===== src/rtl/mmu_walk_pkg.sv =====
package mmu_walk_pkg;
  typedef enum logic [2:0] {
    ST_IDLE,
    ST_LO,
    ST_HI,
    ST_ACC,
    ST_DONE
  } walk_st_e;
endpackage


===== src/rtl/mmu_base_regs.sv =====
module mmu_base_regs #(
  parameter int unsigned BASE_W = 11
) (
  input  logic              clk_i,
  input  logic              rst_ni,
  input  logic              idle_i,
  input  logic              wr_en_i,
  input  logic              wr_kernel_i,
  input  logic [BASE_W-1:0] wr_data_i,
  input  logic              mode_i,
  output logic [BASE_W-1:0] base_o
);
  logic [BASE_W-1:0] base_q [2];

  for (genvar g = 0; g < 2; g++) begin : g_base
    always_ff @(posedge clk_i or negedge rst_ni) begin
      if (!rst_ni)                                               base_q[g] <= '0;
      else if (wr_en_i && idle_i && (wr_kernel_i == 1'(g)))      base_q[g] <= wr_data_i;
    end
  end

  assign base_o = base_q[mode_i];


  base_frozen_busy_chk: assert property (@(posedge clk_i) disable iff (!rst_ni)
    !idle_i |=> ($stable(base_q[0]) && $stable(base_q[1])));
endmodule


===== src/rtl/mmu_perm_check.sv =====
module mmu_perm_check (
  input  logic [2:0] flags_i,
  input  logic       we_i,
  input  logic       fetch_i,
  output logic       fault_o
);
  logic present, writable, execable;
  assign present  = flags_i[0];
  assign writable = flags_i[1];
  assign execable = flags_i[2];
  assign fault_o  = !present || (we_i && !writable) || (fetch_i && !execable);
endmodule


===== src/rtl/mmu_walk_fsm.sv =====
module mmu_walk_fsm
  import mmu_walk_pkg::*;
(
  input  logic     clk_i,
  input  logic     rst_ni,
  input  logic     req_i,
  input  logic     fault_i,
  output walk_st_e st_o,
  output logic     ready_o,
  output logic     fault_o
);
  walk_st_e st_q, st_d;
  logic     fault_q;

  always_comb begin
    st_d = st_q;
    unique case (st_q)
      ST_IDLE: if (req_i) st_d = ST_LO;
      ST_LO:   st_d = ST_HI;
      ST_HI:   st_d = ST_ACC;
      ST_ACC:  st_d = ST_DONE;
      ST_DONE: st_d = ST_IDLE;
      default: st_d = ST_IDLE;
    endcase
  end

  always_ff @(posedge clk_i or negedge rst_ni) begin
    if (!rst_ni) begin
      st_q    <= ST_IDLE;
      fault_q <= 1'b0;
    end else begin
      st_q    <= st_d;
      fault_q <= (st_q == ST_ACC) && fault_i;
    end
  end

  assign st_o    = st_q;
  assign ready_o = (st_q == ST_DONE);
  assign fault_o = fault_q;


  ready_single_pulse_chk: assert property (@(posedge clk_i) disable iff (!rst_ni)
    ready_o |=> !ready_o);

  fault_with_ready_chk: assert property (@(posedge clk_i) disable iff (!rst_ni)
    fault_o |-> ready_o);
endmodule


===== src/rtl/mmu_walk_top.sv =====
module mmu_walk_top
  import mmu_walk_pkg::*;
#(
  parameter int unsigned VA_W   = 16,
  parameter int unsigned PA_W   = 20,
  parameter int unsigned PAGE_W = 8,
  parameter int unsigned D_W    = 8,
  localparam int unsigned VPN_W    = VA_W - PAGE_W,
  localparam int unsigned PPN_W    = PA_W - PAGE_W,
  localparam int unsigned BASE_W   = PA_W - VPN_W - 1,
  localparam int unsigned PPN_HI_W = PPN_W - D_W
) (
  input  logic              clk_i,
  input  logic              rst_ni,
  input  logic              cpu_req_i,
  input  logic [VA_W-1:0]   cpu_addr_i,
  input  logic              cpu_we_i,
  input  logic              cpu_fetch_i,
  input  logic              cpu_kernel_i,
  input  logic [D_W-1:0]    cpu_wdata_i,
  output logic [D_W-1:0]    cpu_rdata_o,
  output logic              cpu_ready_o,
  output logic              fault_o,
  input  logic              cfg_we_i,
  input  logic              cfg_kernel_i,
  input  logic [BASE_W-1:0] cfg_base_i,
  output logic [PA_W-1:0]   mem_addr_o,
  output logic              mem_en_o,
  output logic              mem_we_o,
  output logic [D_W-1:0]    mem_wdata_o,
  input  logic [D_W-1:0]    mem_rdata_i
);
  walk_st_e          st;
  logic              idle, accept, fault_now;
  logic [VA_W-1:0]   va_q;
  logic              we_q, fetch_q, mode_q;
  logic [D_W-1:0]    wdata_q, rdata_q;
  logic [PPN_W-1:0]  ppn_q;
  logic [2:0]        flags_q;
  logic [BASE_W-1:0] base;

  assign idle   = (st == ST_IDLE);
  assign accept = idle && cpu_req_i;

  mmu_walk_fsm i_fsm (
    .clk_i   (clk_i),
    .rst_ni  (rst_ni),
    .req_i   (cpu_req_i),
    .fault_i (fault_now),
    .st_o    (st),
    .ready_o (cpu_ready_o),
    .fault_o (fault_o)
  );

  mmu_base_regs #(.BASE_W(BASE_W)) i_base (
    .clk_i       (clk_i),
    .rst_ni      (rst_ni),
    .idle_i      (idle),
    .wr_en_i     (cfg_we_i),
    .wr_kernel_i (cfg_kernel_i),
    .wr_data_i   (cfg_base_i),
    .mode_i      (mode_q),
    .base_o      (base)
  );

  mmu_perm_check i_perm (
    .flags_i (flags_q),
    .we_i    (we_q),
    .fetch_i (fetch_q),
    .fault_o (fault_now)
  );

  always_ff @(posedge clk_i or negedge rst_ni) begin
    if (!rst_ni) begin
      va_q    <= '0;
      we_q    <= 1'b0;
      fetch_q <= 1'b0;
      mode_q  <= 1'b1;  // kernel after reset
      wdata_q <= '0;
    end else if (accept) begin
      va_q    <= cpu_addr_i;
      we_q    <= cpu_we_i;
      fetch_q <= cpu_fetch_i;
      mode_q  <= cpu_kernel_i;
      wdata_q <= cpu_wdata_i;
    end
  end

  always_ff @(posedge clk_i or negedge rst_ni) begin
    if (!rst_ni) begin
      ppn_q   <= '0;
      flags_q <= '0;
      rdata_q <= '0;
    end else begin
      unique case (st)
        ST_LO: ppn_q[D_W-1:0] <= mem_rdata_i;
        ST_HI: begin
          ppn_q[PPN_W-1:D_W] <= mem_rdata_i[PPN_HI_W-1:0];
          flags_q            <= mem_rdata_i[PPN_HI_W+2:PPN_HI_W];
        end
        ST_ACC: if (!we_q && !fault_now) rdata_q <= mem_rdata_i;
        default: ;
      endcase
    end
  end

  always_comb begin
    unique case (st)
      ST_LO:   mem_addr_o = {base, va_q[VA_W-1:PAGE_W], 1'b0};
      ST_HI:   mem_addr_o = {base, va_q[VA_W-1:PAGE_W], 1'b1};
      ST_ACC:  mem_addr_o = {ppn_q, va_q[PAGE_W-1:0]};
      default: mem_addr_o = '0;
    endcase
  end

  assign mem_en_o    = (st == ST_LO) || (st == ST_HI) || ((st == ST_ACC) && !fault_now);
  assign mem_we_o    = (st == ST_ACC) && we_q && !fault_now;
  assign mem_wdata_o = wdata_q;
  assign cpu_rdata_o = rdata_q;


  write_third_only_chk: assert property (@(posedge clk_i) disable iff (!rst_ni)
    mem_we_o |-> $past(st == ST_HI));

  walk_starts_on_req_chk: assert property (@(posedge clk_i) disable iff (!rst_ni)
    (st == ST_LO) |-> ($past(cpu_req_i) && !mem_we_o));

  fault_no_access_chk: assert property (@(posedge clk_i) disable iff (!rst_ni)
    fault_o |-> $past(!mem_en_o));
endmodule


===== config.mk =====
export PLATFORM = sky130hd
export DESIGN_NAME = mmu_walk_top
export DESIGN_NICKNAME = d
export VERILOG_FILES = /design/src/rtl/mmu_walk_pkg.sv /design/src/rtl/mmu_base_regs.sv /design/src/rtl/mmu_perm_check.sv /design/src/rtl/mmu_walk_fsm.sv /design/src/rtl/mmu_walk_top.sv
export SDC_FILE = /design/constraint.sdc
export NUM_CORES = 1
export LEC_CHECK = 0
export ABC_AREA = 1
export BUFFER_PORTS_ARGS = -buffer_cell sky130_fd_sc_hd__buf_2
export CAP_MARGIN = 20
export CORE_MARGIN = 2
export CORE_UTILIZATION = 45
export CTS_CLUSTER_DIAMETER = 100
export DETAILED_ROUTE_END_ITERATION = 8
export GPL_TIMING_DRIVEN = 0
export PLACE_DENSITY = 0.7
export SYNTH_ARGS = -nofsm -noshare
export SYNTH_HDL_FRONTEND = slang
export SYNTH_SLANG_ARGS = --single-unit

===== constraint.sdc =====
create_clock -name clk_i -period 1.4 [get_ports clk_i]
set_input_delay 0.21 -clock clk_i [delete_from_list [all_inputs] [get_ports clk_i]]
set_output_delay 0.21 -clock clk_i [all_outputs]
set_load 0.02 [all_outputs]

==> implementation parameters <==
Parameter                              Value

Outcome
  Run status ... complete, but fails checks
  Violations in the final reports ... negative setup slack

Place
  Final GP Congestion ... 0.791
  Number of port buffers ... 90
  Half-perimeter wire length after placement ... 5630 um
  Standard cell area after detailed placement ... 3980 um^2

Critical path
  Arrival time of the worst setup path ... 1.58 ns
  Biggest fanout along the worst timing path ... 5
  Worst EP required ... 1.19 ns
  Critical path class ... reg2out
  Startpoint types ... flip-flop
  Kind of capture point of the worst setup path ... primary output

Global route
  Vias in the first global route ... 3071
  Wire length of the first global-routing pass ... 14200 um
  Initial antenna violation count ... 0
  All-layer global routing usage ... 21.8%
  Pin count of the biggest net entering global routing ... 44
  Sum of overflow across all layers after global routing ... 0

Pwr
  Share of power burned in registers ... 29.7%
  Comb pwr share ... 58.1%
  Overall power ... 13.5 mW
  Part of the power in the clock network ... 12.3%
  Pint ... 7.66 mW
  Switching part of the total ... 43.2%
  Power density normalized to cell area ... 2600 nW/um^2
  LEAKAGE ... 2.71 nW
  Switching power ... 5.82 mW
  Largest vdd supply drop ... 0.00132 V

Detailed routing
  Number of routed nets with antenna violations ... 0
  Number of DRC markers in iteration 0 ... 158
  1st-pass router iterations ... 4
  DRC Markers ... 0
  Detail-routed via count per cell ... 4.91
  Count of vias placed by the detailed router ... 3154
  WL final ... 9540 um
  Average routed wire per standard cell ... 14.8 um

Floorplanning
  Core area ... 7250 um^2
  Overall die area ... 8190 um^2
  Number of rows in the core area ... 31
  Count of pins on the block boundary ... 91
  Floorplan die width ... 90.5 um
  Die Span Y ... 90.5 um
  Starting density of the core ... 46.4%

Synth
  Syn Nets ... 456
  Post-Syn Area ... 3370 um^2
  Gate Count Post-Synth ... 405
  Post-Synthesis Mean Instance Area ... 8.32 um^2
  Total of flip-flops plus latches after synthesis ... 76
  Post-synthesis sequential area ratio ... 56.5%
  Number of warnings reported in the yosys synthesis log ... 0
  Synth cell types ... 22

CTS
  CTS tree ... done
  Clock buffers created by TritonCTS ... 9
  Source-to-sink clock delay at the later pin of the worst-skew pair ... 0.35 ns
  CTS root buffer ... clkbuf_8
  Maximum root-to-sink buffer count ... 2
  Total clock sinks ... 76
  Clock slew at reported path FFs ... 0.07 ns
  Count of H-tree levels built during CTS ... 3

STA
  Max-slew headroom ... 70.0%
  Clock period minus final worst setup slack ... 1.79 ns
  Setup slack of the critical path after layout ... -0.389 ns
  Unrepaired setup endpoints after global routing ... yes
  Timing-limited maximum frequency ... 559 MHz
  Transition at the pin with the smallest max-transition slack ... 0.450 ns
  Clk_skew ... 0.0109 ns
  Pins Over Slew Limit ... 0
  Setup violations, final ... 70
  Share of the clock period used by the worst path after layout ... 128%
  Final hold violation count ... 0
  Worst-case hold slack ... 0.0724 ns

Finish
  Diodes inserted ... 0
  Area growth from synthesis to final layout ... 54.0%
  Core utilization of the finished layout ... 71.5%
  Layout cell share with drive strength beyond 1 ... 48.3%
  Fin nets ... 591
  Fin area ... 5190 um^2

Run
  Number of maximum-capacitance violations ... 0

Worst hold path
  Min-delay worst type ... in2reg
-- worst max-delay path: stages, from the launching register on --
cell     delay (ns)
dfrtp_1        0.42
nand2_2        0.16
nand3_4        0.17
buf_8          0.18
o21ai_2        0.16
buf_6          0.14
-- power by group through the flow --
stage	clock (mW)	combinational, mW	sequential, mW
CTS	1.68	6.14	3.82
floorplan	0	3.00	4.00
detailed placement	0	4.76	3.85
finish	1.65	7.82	4.00
global placement	0	4.67	3.80
global route	1.79	8.43	4.12
-- synthesized netlist by cell type --
| master | number | share of area (%) |
|---|---|---|
| nor2_4 | 2 | 0.67 |
| inv_2 | 1 | 0.11 |
| nand2_1 | 135 | 15 |
| nand4_1 | 8 | 1.5 |
| buf_2 | 5 | 0.74 |
| nand3b_1 | 1 | 0.22 |
| clkbuf_2 | 4 | 0.59 |
| o21ai_1 | 1 | 0.15 |
| inv_1 | 64 | 7.1 |
| o21ai_0 | 85 | 13 |
| nor2_2 | 1 | 0.19 |
| dfstp_2 | 1 | 0.78 |
| buf_6 | 3 | 1.0 |
| clkbuf_1 | 4 | 0.45 |
| nor2_1 | 5 | 0.56 |
| or2_1 | 1 | 0.19 |
| nand3_1 | 3 | 0.45 |
| buf_4 | 2 | 0.45 |
| nand3_4 | 1 | 0.52 |
| dfrtp_1 | 75 | 56 |
| nand4_4 | 1 | 0.63 |
| a21oi_1 | 2 | 0.30 |
-- through the flow --
| step | std cells | setup TNS (ns) | setup WS, ns |
|---|---|---|---|
| floorplan | 405 | -0.574 | -0.0736 |
| global placement | 594 | -32.50 | -0.384 |
| detailed placement | 595 | -3.86 | -0.354 |
| CTS | 621 | -8.61 | -0.372 |
| global route | 643 | -18.69 | -0.474 |
| finish | 643 | -12.45 | -0.389 |
-- timing repair --
| action | CTS | global route |
|---|---|---|
| pin swaps | 6 | 6 |
| resized for setup | 91 | 184 |
| hold buffers | 1 | 0 |
| setup buffers | 9 | 12 |
| endpoints found under the hold margin | 33 | 0 |
| cloned | 1 | 10 |
| setup endpoints to repair | 23 | 81 |
-- per-layer routing --
| layer | part of all wire [%] | GRT usage, % | vias up |
|---|---|---|---|
| li1 | - | - | 1534 |
| met4 | 1.6 | 6.67 | 0 |
| met3 | 5.9 | 6.84 | 18 |
| met5 | 0 | 0 | - |
| met2 | 50 | 35.8 | 102 |
| met1 | 42 | 27.7 | 1500 |
-- final cells by class --
| cell class | count | area (um^2) |
|---|---|---|
| Fill cell | 553 | 2060 |
| Sequential cell | 76 | 1910 |
| Multi-Input combinational cell | 247 | 1530 |
| Timing Repair Buffer | 123 | 967 |
| Inverter | 65 | 253 |
| Buffer | 18 | 220 |
| Clock buffer | 11 | 141 |
| Tap cell | 99 | 124 |
| Clock inverter | 4 | 50.0 |
-- final timing paths --
check	from	cells after the start	end	slack [ns]
max	i_fsm.st_o[1]	5	mem_addr_o[14]	-0.39
min	cpu_kernel_i	3	mode_q	0.07
max reg2reg	i_fsm.st_o[0]	8	va_q[15]	-0.16
min reg2reg	cpu_rdata_o[5]	2	cpu_rdata_o[5]	0.47
max in group asynchronous	rst_ni	3	mode_q	0.41
min in group asynchronous	rst_ni	2	i_base.base_q[1]	0.34
-- kinds of logic (layout without fill, tap and decap cells) --
logic type             count (synthesis)  count (layout)  synth area share, %
and+or+nand+nor                      158             159                 19.9
AOI/OAI and AO/OA                     88              88                 13.1
buffers and inverters                 83             221                 10.5
DFF                                   76              76                 56.5
-- state kept, by name, summed over array words and instances, names as in the netlist --
name,count
i_base.base_q,22
mem_wdata_o,8
mode_q,1
fetch_q,1
i_fsm.st_o,3
ppn_q,12
flags_q,3
va_q,16
cpu_rdata_o,8
we_q,1
i_fsm.fault_o,1
-- layout by cell type, fill, tap and decap left out --
cell type      count
nand2_1           82
dfrtp_1           73
buf_2             66
inv_1             62
nand2_2           44
buf_6             41
o21ai_2           35
o21ai_1           30
buf_4             19
o21ai_0           18
clkbuf_8          12
nand2_4            9
nand4_1            8
buf_8              6
nand3_4            5
nor2_4             4
clkbuf_16          4
o21ai_4            3
nor2_1             3
clkinvlp_4         3
inv_4              2
a21oi_1            2
dfrtp_2            2
or2_4              1
clkbuf_2           1
nor2_2             1
nand3b_1           1
nand4_4            1
clkinv_2           1
bufinv_16          1
clkbuf_1           1
dlygate4sd3_1      1
buf_12             1
dfstp_2            1
No activity file was read; power rests on OpenSTA's default activity.
